===== src/rtl/mrg_pkg.sv =====
// Package: shared types and helpers for the multi-rail reset generator.
// Assumes callers pass positive periods.
package mrg_pkg;

    // Timeout source selected by the mode input
    typedef enum logic [1:0] {
        TMO_FIXED     = 2'b00,
        TMO_PROG      = 2'b01,
        TMO_SHORT     = 2'b10,
        TMO_SHORT_ALT = 2'b11
    } tmo_mode_e;

    // Number of clock cycles covering a span given in picoseconds (rounded up, at least 1)
    function automatic int cycles_for(input int span_ps, input int period_ps);
        int c;
        c = (span_ps + period_ps - 1) / period_ps;
        return (c < 1) ? 1 : c;
    endfunction

endpackage


===== src/rtl/mrg_glitch_filter.sv =====
// Module: mrg_glitch_filter
// Single-bit glitch filter built on a saturating counter. The filtered output
// follows the input only after the input has differed from it for FILT
// consecutive clock edges. Any return to agreement clears the counter.
// Assumes the input is already synchronous to clk.
module mrg_glitch_filter #(
    parameter int FILT_CYCLES = 4,
    parameter bit INIT_VALUE  = 1'b0
) (
    input  logic clk,
    input  logic rst_n,
    input  logic din,
    output logic dout
);
    localparam int CW = (FILT_CYCLES < 2) ? 1 : $clog2(FILT_CYCLES);
    localparam logic [CW-1:0] LAST = CW'(FILT_CYCLES - 1);

    logic [CW-1:0] run_q;
    logic          val_q;

    // Count edges of disagreement and flip the output when the run completes
    always_ff @(posedge clk) begin
        if (!rst_n) begin
            run_q <= '0;
            val_q <= INIT_VALUE;
        end else if (din == val_q) begin
            run_q <= '0;
        end else if (run_q == LAST) begin
            run_q <= '0;
            val_q <= din;
        end else begin
            run_q <= run_q + 1'b1;
        end
    end

    assign dout = val_q;

endmodule


===== src/rtl/mrg_fault_merge.sv =====
// Module: mrg_fault_merge
// Combinational merge of every reset cause into one fault flag. A fault is
// raised while any rail is low, any enable is low, any power-good is low, the
// manual request is active or lockout is set. Assumes filtered inputs.
module mrg_fault_merge #(
    parameter int N_RAILS = 4
) (
    input  logic [N_RAILS-1:0] rail_ok,
    input  logic [N_RAILS-1:0] en_filt,
    input  logic [N_RAILS-1:0] rail_pg,
    input  logic               mr_filt_n,
    input  logic               uvlo,
    output logic               fault
);
    // OR of all hold conditions
    always_comb begin
        fault = uvlo | ~mr_filt_n | ~(&rail_ok) | ~(&en_filt) | ~(&rail_pg);
    end

endmodule


===== src/rtl/mrg_timeout_ctr.sv =====
// Module: mrg_timeout_ctr
// Release timer. While hold is high it keeps released low and clears the
// count. Otherwise it counts edges and sets released once limit edges have
// passed, clearing the count at that moment. Assumes limit >= 1.
module mrg_timeout_ctr #(
    parameter int CNT_W = 8
) (
    input  logic             clk,
    input  logic             rst_n,
    input  logic             hold,
    input  logic [CNT_W-1:0] limit,
    output logic             released
);
    logic [CNT_W-1:0] cnt_q;
    logic             rel_q;
    logic [CNT_W-1:0] last;

    // Final count value before release
    always_comb begin
        last = limit - 1'b1;
    end

    // Timer and release flag
    always_ff @(posedge clk) begin
        if (!rst_n) begin
            cnt_q <= '0;
            rel_q <= 1'b0;
        end else if (hold) begin
            cnt_q <= '0;
            rel_q <= 1'b0;
        end else if (!rel_q) begin
            if (cnt_q == last) begin
                cnt_q <= '0;
                rel_q <= 1'b1;
            end else begin
                cnt_q <= cnt_q + 1'b1;
            end
        end
    end

    assign released = rel_q;

endmodule


===== src/rtl/mrg_reset_gen.sv =====
// Module: mrg_reset_gen (top)
// Multi-rail reset generator. Filters the manual request and enables, merges
// all causes into a fault, runs the release timer in the selected mode and
// drives the active-low system reset. Lockout bypasses the registers.
// Assumes all inputs are synchronous to clk and that the mode and programmed
// count are stable while the timer runs.
module mrg_reset_gen #(
    parameter int N_RAILS       = 4,
    parameter int PROG_W        = 16,
    parameter int CLK_PERIOD_PS = 8000,
    parameter int GLITCH_PS     = 280000,
    parameter int FIXED_CYCLES  = 23750000,
    parameter int SHORT_CYCLES  = 4375
) (
    input  logic               clk,
    input  logic               rst_n,
    input  logic [N_RAILS-1:0] rail_ok,
    input  logic [N_RAILS-1:0] rail_en,
    input  logic [N_RAILS-1:0] rail_pg,
    input  logic               mr_n,
    input  logic               uvlo,
    input  logic [1:0]         tmo_mode,
    input  logic [PROG_W-1:0]  tmo_prog,
    output logic               rst_out_n
);
    import mrg_pkg::*;

    localparam int FILT_CYCLES = cycles_for(GLITCH_PS, CLK_PERIOD_PS);
    localparam int FIX_W       = $clog2(FIXED_CYCLES + 1);
    localparam int SHR_W       = $clog2(SHORT_CYCLES + 1);
    localparam int W_A         = (FIX_W > PROG_W) ? FIX_W : PROG_W;
    localparam int CNT_W       = (W_A > SHR_W) ? W_A : SHR_W;

    logic [N_RAILS-1:0] en_filt;
    logic               mr_filt_n;
    logic               fault;
    logic               released;
    logic [CNT_W-1:0]   limit;
    tmo_mode_e          mode;

    // One filter per enable; enables start low until they prove stable
    for (genvar g = 0; g < N_RAILS; g++) begin : g_en_filt
        mrg_glitch_filter #(
            .FILT_CYCLES(FILT_CYCLES),
            .INIT_VALUE (1'b0)
        ) u_en_filt (
            .clk  (clk),
            .rst_n(rst_n),
            .din  (rail_en[g]),
            .dout (en_filt[g])
        );
    end

    mrg_glitch_filter #(
        .FILT_CYCLES(FILT_CYCLES),
        .INIT_VALUE (1'b1)
    ) u_mr_filt (
        .clk  (clk),
        .rst_n(rst_n),
        .din  (mr_n),
        .dout (mr_filt_n)
    );

    mrg_fault_merge #(
        .N_RAILS(N_RAILS)
    ) u_merge (
        .rail_ok  (rail_ok),
        .en_filt  (en_filt),
        .rail_pg  (rail_pg),
        .mr_filt_n(mr_filt_n),
        .uvlo     (uvlo),
        .fault    (fault)
    );

    // Pick the timeout length for the selected mode
    always_comb begin
        mode = tmo_mode_e'(tmo_mode);
        unique case (mode)
            TMO_FIXED: limit = CNT_W'(FIXED_CYCLES);
            TMO_PROG:  limit = (tmo_prog == '0) ? CNT_W'(1) : CNT_W'(tmo_prog);
            default:   limit = CNT_W'(SHORT_CYCLES);
        endcase
    end

    mrg_timeout_ctr #(
        .CNT_W(CNT_W)
    ) u_timer (
        .clk     (clk),
        .rst_n   (rst_n),
        .hold    (fault),
        .limit   (limit),
        .released(released)
    );

    // Lockout acts without a clock edge
    assign rst_out_n = released & ~uvlo;

endmodule


===== config.mk =====
export PLATFORM = sky130hd
export DESIGN_NAME = mrg_reset_gen
export DESIGN_NICKNAME = d
export VERILOG_FILES = /design/src/rtl/mrg_pkg.sv /design/src/rtl/mrg_glitch_filter.sv /design/src/rtl/mrg_fault_merge.sv /design/src/rtl/mrg_timeout_ctr.sv /design/src/rtl/mrg_reset_gen.sv
export SDC_FILE = /design/constraint.sdc
export NUM_CORES = 1
export LEC_CHECK = 0
export ABC_AREA = 1
export CAP_MARGIN = 15
export CORE_UTILIZATION = 60
export DETAILED_ROUTE_END_ITERATION = 8
export DONT_BUFFER_PORTS = 1
export PLACE_DENSITY = 0.76
export SETUP_SLACK_MARGIN = 0.4
export SYNTH_ARGS = -nofsm -noshare
export SYNTH_HDL_FRONTEND = slang
export SYNTH_SLANG_ARGS = --single-unit

===== constraint.sdc =====
create_clock -name clk -period 3.2 [get_ports clk]
set_clock_uncertainty 0.1 [all_clocks]
set_input_delay 0.64 -clock clk [delete_from_list [all_inputs] [get_ports clk]]
set_output_delay 0.64 -clock clk [all_outputs]
set_load 0.005 [all_outputs]

# Word level (Yosys, flattened, before mapping)
# Cells that the tools add are included.
[word_totals]
regBits = 61
input_bits = 34
out_inout_bits = 1
word_cells = 68
[op_classes]
add_sub_neg = 7
eq_ne = 12
n_mux = 5
bitwise_logic = 16
reduce_logical = 16
[ops]
columns = ["cell", "n"]
rows = [
  ["$pmux W25 S2", 1],
  ["$add A6 B1 Y6 const B", 5],
  ["$eq A6 B6 Y1 const B", 5],
  ["$add A25 B1 Y25 const B", 1],
  ["$eq A25 B25 Y1", 1],
  ["$mux W25", 1],
  ["$sub A25 B1 Y25 const B", 1],
  ["$logic_not A16 Y1", 1],
  ["$mux W16", 1],
  ["$reduce_or A3 Y1", 5],
  ["$reduce_and A4 Y1", 3],
  ["$not A1 Y1", 11],
  ["$reduce_and A2 Y1", 5],
  ["$eq A1 B1 Y1", 5],
  ["$or A1 B1 Y1", 4],
  ["$eq A2 B1 Y1 const B", 1],
  ["$logic_not A2 Y1", 1],
  ["$mux W1", 2],
  ["$reduce_or A2 Y1", 1],
  ["$and A1 B1 Y1", 1],
]

# Logic depth before layout (Yosys ltp)
# Gate-level depths: netlist of run 1.
[logic_depth]
depth_word = 7
mapped_depth = 20

# Hierarchy
# From an unflattened synthesis of run 1, not the netlist that was laid out.
[unflattened]
cells_unflattened = 792
hier_area_um2 = 4794.6
[by_module_without_submodules]
columns = ["mod", "n_inst", "cells_per_inst", "area_per_inst_um2", "seq_area_each_um2"]
rows = [
  ["mrg_timeout_ctr", 1, 509, 2865.2, 520.5],
  ["mrg_glitch_filter at g_en_filt[0].u_en_filt ...", 4, 44, 329.1, 140.1],
  ["mrg_glitch_filter at u_mr_filt", 1, 39, 330.3, 140.1],
  ["mrg_reset_gen", 1, 48, 207.7, 0.0],
  ["mrg_fault_merge", 1, 20, 75.1, 0.0],
]

# Worst setup path before layout of run 1
# OpenSTA, ideal clock, no wires.
[synth_path]
kind = "input -> register"
start = "in tmo_mode[1]"
end = "reg u_timer.cnt_q[15]"
arrival_time_ns = 2.748
path_slack_ns = 0.235
path_stages = 17
n_path_buf = 3
path_cell_list = "inv_2 > nand2_2 > buf_6 > nand2_1 > buf_2 > ha_1 > nand3_1 > nor2_4 > xor2_1 > nand2_1 > nor3_1 > nand3_1 > nor2_1 > nand4_1 > nand2_2 > buf_6 > nor2_1"
[synth_via]
elab_chain_len = 5
elab_cells_between_ends = 6
classes_between = "add/sub: 1; eq/ne: 2; mux: 2; reduce/logical: 1"
[synth_lines]
columns = ["item", "line", "source"]
rows = [
  ["start, declared", "mrg_reset_gen.sv:22", "input logic [1:0] tmo_mode,"],
  ["$eq A2 B1 Y1 / $logic_not A2 Y1 (equally long branches)", "mrg_reset_gen.sv:78", "unique case (mode)"],
  ["$pmux W25 S2 *", "mrg_reset_gen.sv:78", ""],
  ["$sub A25 B1 Y25 *", "mrg_timeout_ctr.sv:20", "last = limit - 1'b1;"],
  ["$eq A25 B25 Y1 *", "mrg_timeout_ctr.sv:32", "if (cnt_q == last) begin"],
  ["$mux W25 *", "mrg_timeout_ctr.sv:32", ""],
  ["end signal, assigned", "mrg_timeout_ctr.sv:36", "cnt_q <= cnt_q + 1'b1;"],
  ["end, declared", "mrg_timeout_ctr.sv:14", "logic [CNT_W-1:0] cnt_q;"],
]
# Mark *: on every way between the ends. The rest lies on a longest branch, timed or not.
# A chain may end at the register's enable or synchronous reset.

# Worst setup path after layout of run 1
[layout_path]
start = "in tmo_prog[0]"
end = "reg u_timer.cnt_q[21]"
[layout_via]
elab_chain_len = 6
[layout_lines]
columns = ["item", "line", "source"]
rows = [
  ["start, declared", "mrg_reset_gen.sv:23", "input logic [PROG_W-1:0] tmo_prog,"],
  ["$logic_not A16 Y1", "mrg_reset_gen.sv:80", "TMO_PROG: limit = (tmo_prog == '0) ? CNT_W'(1) : CNT_W'(tmo_prog);"],
  ["$mux W16 *", "mrg_reset_gen.sv:80", ""],
  ["$pmux W25 S2 *", "mrg_reset_gen.sv:78", ""],
  ["$sub A25 B1 Y25 *", "mrg_timeout_ctr.sv:20", ""],
  ["$eq A25 B25 Y1 *", "mrg_timeout_ctr.sv:32", ""],
  ["$mux W25 *", "mrg_timeout_ctr.sv:32", ""],
]
# Marks and branches as above.

==> results of run 1 <==
## critical path, cell delays in order
cell and delay (ns):
nor2_1 0.08, nand2_1 0.06, nor2_2 0.11, nand2_1 0.07, nand2_2 0.07, nand2_2 0.08
ha_4 0.18, xnor2_2 0.13, xor2_1 0.17, nand3_1 0.10, nor2_2 0.14, nand3_1 0.09
nor2_1 0.11, nand3_1 0.07, nor2_1 0.11, nand4_1 0.13, nand2_4 0.15, clkbuf_16 0.17
nor2_1 0.04
## final timing paths
check,endpoint,slack [ns],cells after the start,from
setup / recovery,u_timer.cnt_q[21],0.61,19,tmo_prog[0]
hold / removal,u_mr_filt.dout,0.30,1,rst_n
setup reg to reg,u_timer.cnt_q[20],0.61,10,u_timer.cnt_q[1]
hold reg to reg,g_en_filt[2].u_en_filt.run_q[0],0.36,1,g_en_filt[2].u_en_filt.run_q[0]
## state kept, by name, indices dropped and copies added, names as in the netlist
register / flops
u_timer.cnt_q: 25
g_en_filt.u_en_filt.run_q: 24
u_mr_filt.run_q: 6
g_en_filt.u_en_filt.dout: 4
u_mr_filt.dout: 1
u_timer.released: 1
## cells in the mapped netlist (3+ instances only)
cell        n
ha_1       12
buf_6       3
nor2_1    106
dfxtp_1    61
nand2_2     6
inv_2       4
xnor2_1    13
nor3_1     21
a21oi_1    16
nand3_1    51
inv_1      64
nand3b_1    5
nand4_1    18
nor3b_1     9
nand2_1   101
and3_1      4
xor2_1     36
o21ai_0    13
## per-stage QoR
stage	utilization [%]	power [W]	setup slack (ns)	cells
3_3_place_gp	64.8	0.000904	0.333	634
4_1_cts	68.4	0.00160	0.434	650
6_report	70.3	0.00160	0.607	653
5_1_grt	70.3	0.00166	0.389	653
2_1_floorplan	-	0.000889	0.402	562
3_5_place_dp	64.8	0.000907	0.276	634
## logic make-up after synthesis
group | count (synthesis)
simple gates | 329
xor+xnor | 49
buf+inv | 75
fa+ha+maj | 12
flops | 61
compound gates | 36
## layer usage
layer	share of wire (%)	vias up	track usage, %
li1	-	1835	-
met1	44	1635	28.1
met2	50	104	45.0
met3	4.2	15	4.67
met4	1.8	0	8.39
met5	0	-	0
## power breakdown
| part | internal (W) | switching [W] |
|---|---|---|
| logic | 0.0000471 | 0.0000779 |
| registers | 0.000766 | 0.00000595 |
| clock network | 0.000422 | 0.000278 |
| total | 0.00124 | 0.000362 |
## final cells by class
cell class	instances	area (um^2)
clock buffer	13	169
clock inverter	3	42.5
fill	510	1780
inverter	68	255
multi-input combinational	426	2320
sequential	61	1220
tap	75	93.8
timing repair buffer	7	104
==> metrics.yaml, run 1 <==
status: "finished clean"
place.gp.congestion: 0.886
grt_max_degree: 24
holdWs_ns: 0.296
worst_pin_slew_ns: 0.388
yosysUniqueCellTypes: 31
end_kind: "flip-flop"
yosys_warnings: 0
vias_per_cell: 5.50
ctsHtreeMaxLevel: 3
async_reset_ff_share_pct: 0
drv_cap: 0
syn-num-nets: 608
ys_seq_area_share_pct: 32.2
die_w_um: 81.5
synthSimpleGateAreaFrac_pct: 39.1
io_buffers: 0
mostFrequentLayoutCells: "nor2_1 (99), nand2_1 (99), inv_1 (64), dfxtp_1 (60), nand3_1 (50)"
grt_pass1_vias: 3121
cts_tree: "done"
report.final.hold_viol_count: 0
power_density_nw_per_um2: 379
clkSinkCount: 61
layout_min_cycle_time_ns: 2.59
drv_slew: 0
grt_usage_pct: 24.5
grt_pass1_wl_mm: 12.6
antennaDiodeCount: 0
vdd_drop_max_uv: 383
nets: 619
drc: 0
clock.fmax_ghz: 0.386
synth_compound_area_share_pct: 5.35
grt-ovfl-total: 0
rows: 28
postCtsSetupRepairBufs: 0
ys.flop_type: "dfxtp_1"
routed_wl_mm: 8.28
clk_pin_slew_ns: 0.06
netlist_area_um2: 3790
num_io_pins: 35
ys_ff_latch: 61
path_class: "input pin to flip-flop"
clockBufferDepth: 2
avgSynthCellArea_um2: 6.74
drtIter0Drc: 157
worst_ep_required_time_ns: 3.32
final.setup.tns_ns: 0
fin_area_um2: 4210
cts_resized: 0
routedWlPerCell_um: 12.7
die_y_um: 81.5
hold_path.class: "input pin to flip-flop"
dieArea_um2: 6640
synth_top_area_share_pct: 32.2
yosysTopAreaCell: "dfxtp_1"
post-route-period-util_pct: 81.0
synthMuxAreaShare_pct: 0
hpwlAfterDp_mm: 6.16
vias: 3589
dr.pass1.iters: 4
postCtsHoldBufs: 0
setup_viol: 0
synth_xor_area_share_pct: 11.3
clock-root-buffer: "clkbuf_8"
p_leak_nw: 1.63
worstPathMaxFanout: 6
cts_made_buffers: 9
relSlewSlack_pct: 73.9
area_growth_pct: 11.1
postRouteAntennaNets: 0
synthTopCellsByArea: "dfxtp_1 (32%), nor2_1 (10%), nand2_1 (10%)"
placeableCoreArea_um2: 5990
synth_fa_ha_area_share_pct: 3.96
worstSetupStartpointType: "input pin"
antenna_found_initial: 0
synth_top_family_by_area: "simple AND/OR/NAND/NOR gates"
arrival_ns: 2.71
start_util_pct: 63.3
drive_above_1_share_pct: 9.34
syn_inst: 562
place_area_um2: 3880
synth_edf_count: 0
rsz0062_at_grt: "false"
clk_latency_ns: 0.33
No activity file was read; power rests on OpenSTA's default activity.
==> run 2, diff against run 1 <==
==> constraint.sdc (replaced) <==
create_clock -name clk -period 2.5 [get_ports clk]
set_clock_uncertainty 0.1 [all_clocks]
set_input_delay 0.5 -clock clk [delete_from_list [all_inputs] [get_ports clk]]
set_output_delay 0.5 -clock clk [all_outputs]
set_load 0.005 [all_outputs]
==> run 2 against run 1 <==
  * Core utilization grew 3.8 points
  * Power grew 29%
  * Cell count grew 3.2%
  * Global-route usage grew 2.0 points
  * Worst setup slack lost 0.47 ns
  * First-iteration DRC count grew 20%
  * Wire length grew 0.58%
  * Final area grew 5.4%
  * Clock power grew 26%
  * Sequential share of layout area shrank 1.5 points
  * Die area is the same
  * Critical path type is now flip-flop to flip-flop
==> metrics.yaml, run 2 (synthesized netlist as in run 1, its figures left out) <==
setup_viol: 0
holdWs_ns: 0.163
fin_util_pct: 74.1
final.setup.tns_ns: 0
area_growth_pct: 17.1
cts_made_buffers: 9
rsz0062_at_grt: "true"
antenna_found_initial: 0
relSlewSlack_pct: 71.5
rows: 28
grt_pass1_wl_mm: 13.5
grt_max_degree: 24
worstHoldEndpoint: "u_mr_filt.dout"
cp_cell_sequence: "buf_4 -> nand3_1 -> nor3_2 -> nand4_1 -> nor3_2 -> nand2_1 -> nor2_1 -> nand4_1 -> nor2_2 -> nand3_1 -> xor2_1 -> nor2_1"
final_cells: 674
hold_path.class: "input pin to flip-flop"
antennaDiodeCount: 0
dr.pass1.iters: 5
report.final.hold_viol_count: 0
crit_path_max_incr_delay_ns: 0.39
clkSinkCount: 61
nets: 640
status: "finished clean"
drtIter0Drc: 188
drv_slew: 0
start_util_pct: 63.3
reg2reg_from: "u_timer.cnt_q[0]"
drive_above_1_share_pct: 14.5
placedCellCount: 657
die_y_um: 81.5
grt-ovfl-total: 0
clockBufferDepth: 2
drc: 0
worst_ep_required_time_ns: 2.62
num_io_pins: 35
clk_latency_ns: 0.32
place.gp.congestion: 0.910
final_common_cell: "nand2_1"
placeableCoreArea_um2: 5990
end_kind: "flip-flop"
arrival_ns: 2.49
cpMaxStageDelayCell: "dfxtp_1"
hold_depth: 1
routed_wl_mm: 8.33
worstPathMaxFanout: 3
clk_pin_slew_ns: 0.07
layout_min_cycle_time_ns: 2.36
mostFrequentLayoutCells: "nand2_1 (97), nor2_1 (95), inv_1 (64), dfxtp_1 (60), nand3_1 (49)"
ctsHtreeMaxLevel: 3
worst_pin_slew_ns: 0.422
rrSetupSlack_ns: 0.14
vdd_drop_max_uv: 568
clock.fmax_ghz: 0.423
min_from: "rst_n"
worst-r2r-cell-count: 12
io_buffers: 0
worstReg2RegEnd: "u_timer.cnt_q[23]"
path_class: "flip-flop to flip-flop"
cts_tree: "done"
clock-root-buffer: "clkbuf_8"
vias: 3618
largest_registers: "u_timer.cnt_q x25, g_en_filt.u_en_filt.run_q x24, u_mr_filt.run_q x6"
power_density_nw_per_um2: 463
drv_cap: 0
largest_reg_flops: 25
fillers: 457
critPathLaunch: "u_timer.cnt_q[0]"
p_leak_nw: 1.77
vias_per_cell: 5.37
routedWlPerCell_um: 12.4
postCtsHoldBufs: 0
dieArea_um2: 6640
grt_pass1_vias: 3355
grt_usage_pct: 26.5
postRouteAntennaNets: 0
hpwlAfterDp_mm: 6.35
post-route-period-util_pct: 94.6
die_w_um: 81.5
top_register: "u_timer.cnt_q"
worstSetupStartpointType: "flip-flop"
-- run 2: cell count changes in the layout (fill, tap and decap cells not counted), moves of 2 or more --
| cell | previous run | this run |
|---|---|---|
| nor3_2 | 1 | 4 |
| buf_4 | 3 | 24 |
| nor2_4 | 2 | 7 |
| nand2_4 | 1 | 3 |
| clkinv_2 | 1 | 3 |
| nor3_1 | 20 | 17 |
| inv_2 | 4 | 2 |
| buf_6 | 1 | 3 |
| nand2_1 | 99 | 97 |
| nor2_1 | 99 | 95 |
| clkbuf_16 | 2 | 0 |
-- run 2: how the worst max path moves through the flow --
| stage | end | slack (ns) | depth (start not counted) |
|---|---|---|---|
| 2_1_floorplan | u_timer.cnt_q[20] | -0.05 | 20 |
| 3_3_place_gp | u_timer.cnt_q[20] | -0.09 | 19 |
| 3_5_place_dp | u_timer.cnt_q[21] | -0.14 | 19 |
| 4_1_cts | u_timer.cnt_q[23] | 0.20 | 12 |
| 5_1_grt | u_timer.cnt_q[15] | -0.02 | 19 |
| 6_report | u_timer.cnt_q[23] | 0.14 | 12 |
-- run 2: through the flow --
step	area (um^2)	worst slack, ns	total power [W]
6_report	4440	0.135	0.00206
4_1_cts	4430	0.201	0.00208
3_3_place_gp	4140	-0.0920	0.00118
2_1_floorplan	3890	-0.0506	0.00115
5_1_grt	4440	-0.0195	0.00214
3_5_place_dp	4140	-0.137	0.00118
-- run 2: layer usage --
layer	share of wire, %	vias to the layer above	track usage (%)	wire, um
met4	1.7	0	10.9	141
met5	0	-	0	0
met2	50	81	49.4	4180
li1	-	1878	-	-
met3	4.1	14	4.11	339
met1	44	1645	29.5	3670
-- run 2: area by class of cell --
class                      instances  area, um^2  share of cell area, %
multi-input combinational        426        2410                   54.2
sequential                        61        1220                   27.5
inverter                          68         273                   6.14
timing repair buffer              28         234                   5.27
clock buffer                      12         165                   3.72
tap                               75        93.8                   2.11
clock inverter                     4        45.0                   1.01
-- run 2: what timing repair did --
action | CTS | global route
setup buffers | 1 | 0
endpoints found under the setup margin | 26 | 26
resized for setup | 18 | 5
pin swaps | 5 | 11
-- run 2: worst max-delay path, delay by kind of cell, from the launching register on --
| kind | cells | cell delay [ns] |
|---|---|---|
| and+or+nand+nor | 10 | 1.48 |
| DFF | 1 | 0.39 |
| xor gates and xnor gates | 1 | 0.15 |
| buffers and inverters | 1 | 0.14 |
-- run 2: power breakdown --
part | internal, W | switching [W] | total (W) | leakage (nW)
Combinational | 0.0000775 | 0.000106 | 0.000183 | 1.16
Clock | 0.000536 | 0.000348 | 0.000884 | 0.112
Sequential | 0.000980 | 0.00000768 | 0.000988 | 0.493
Total | 0.00159 | 0.000461 | 0.00206 | 1.77
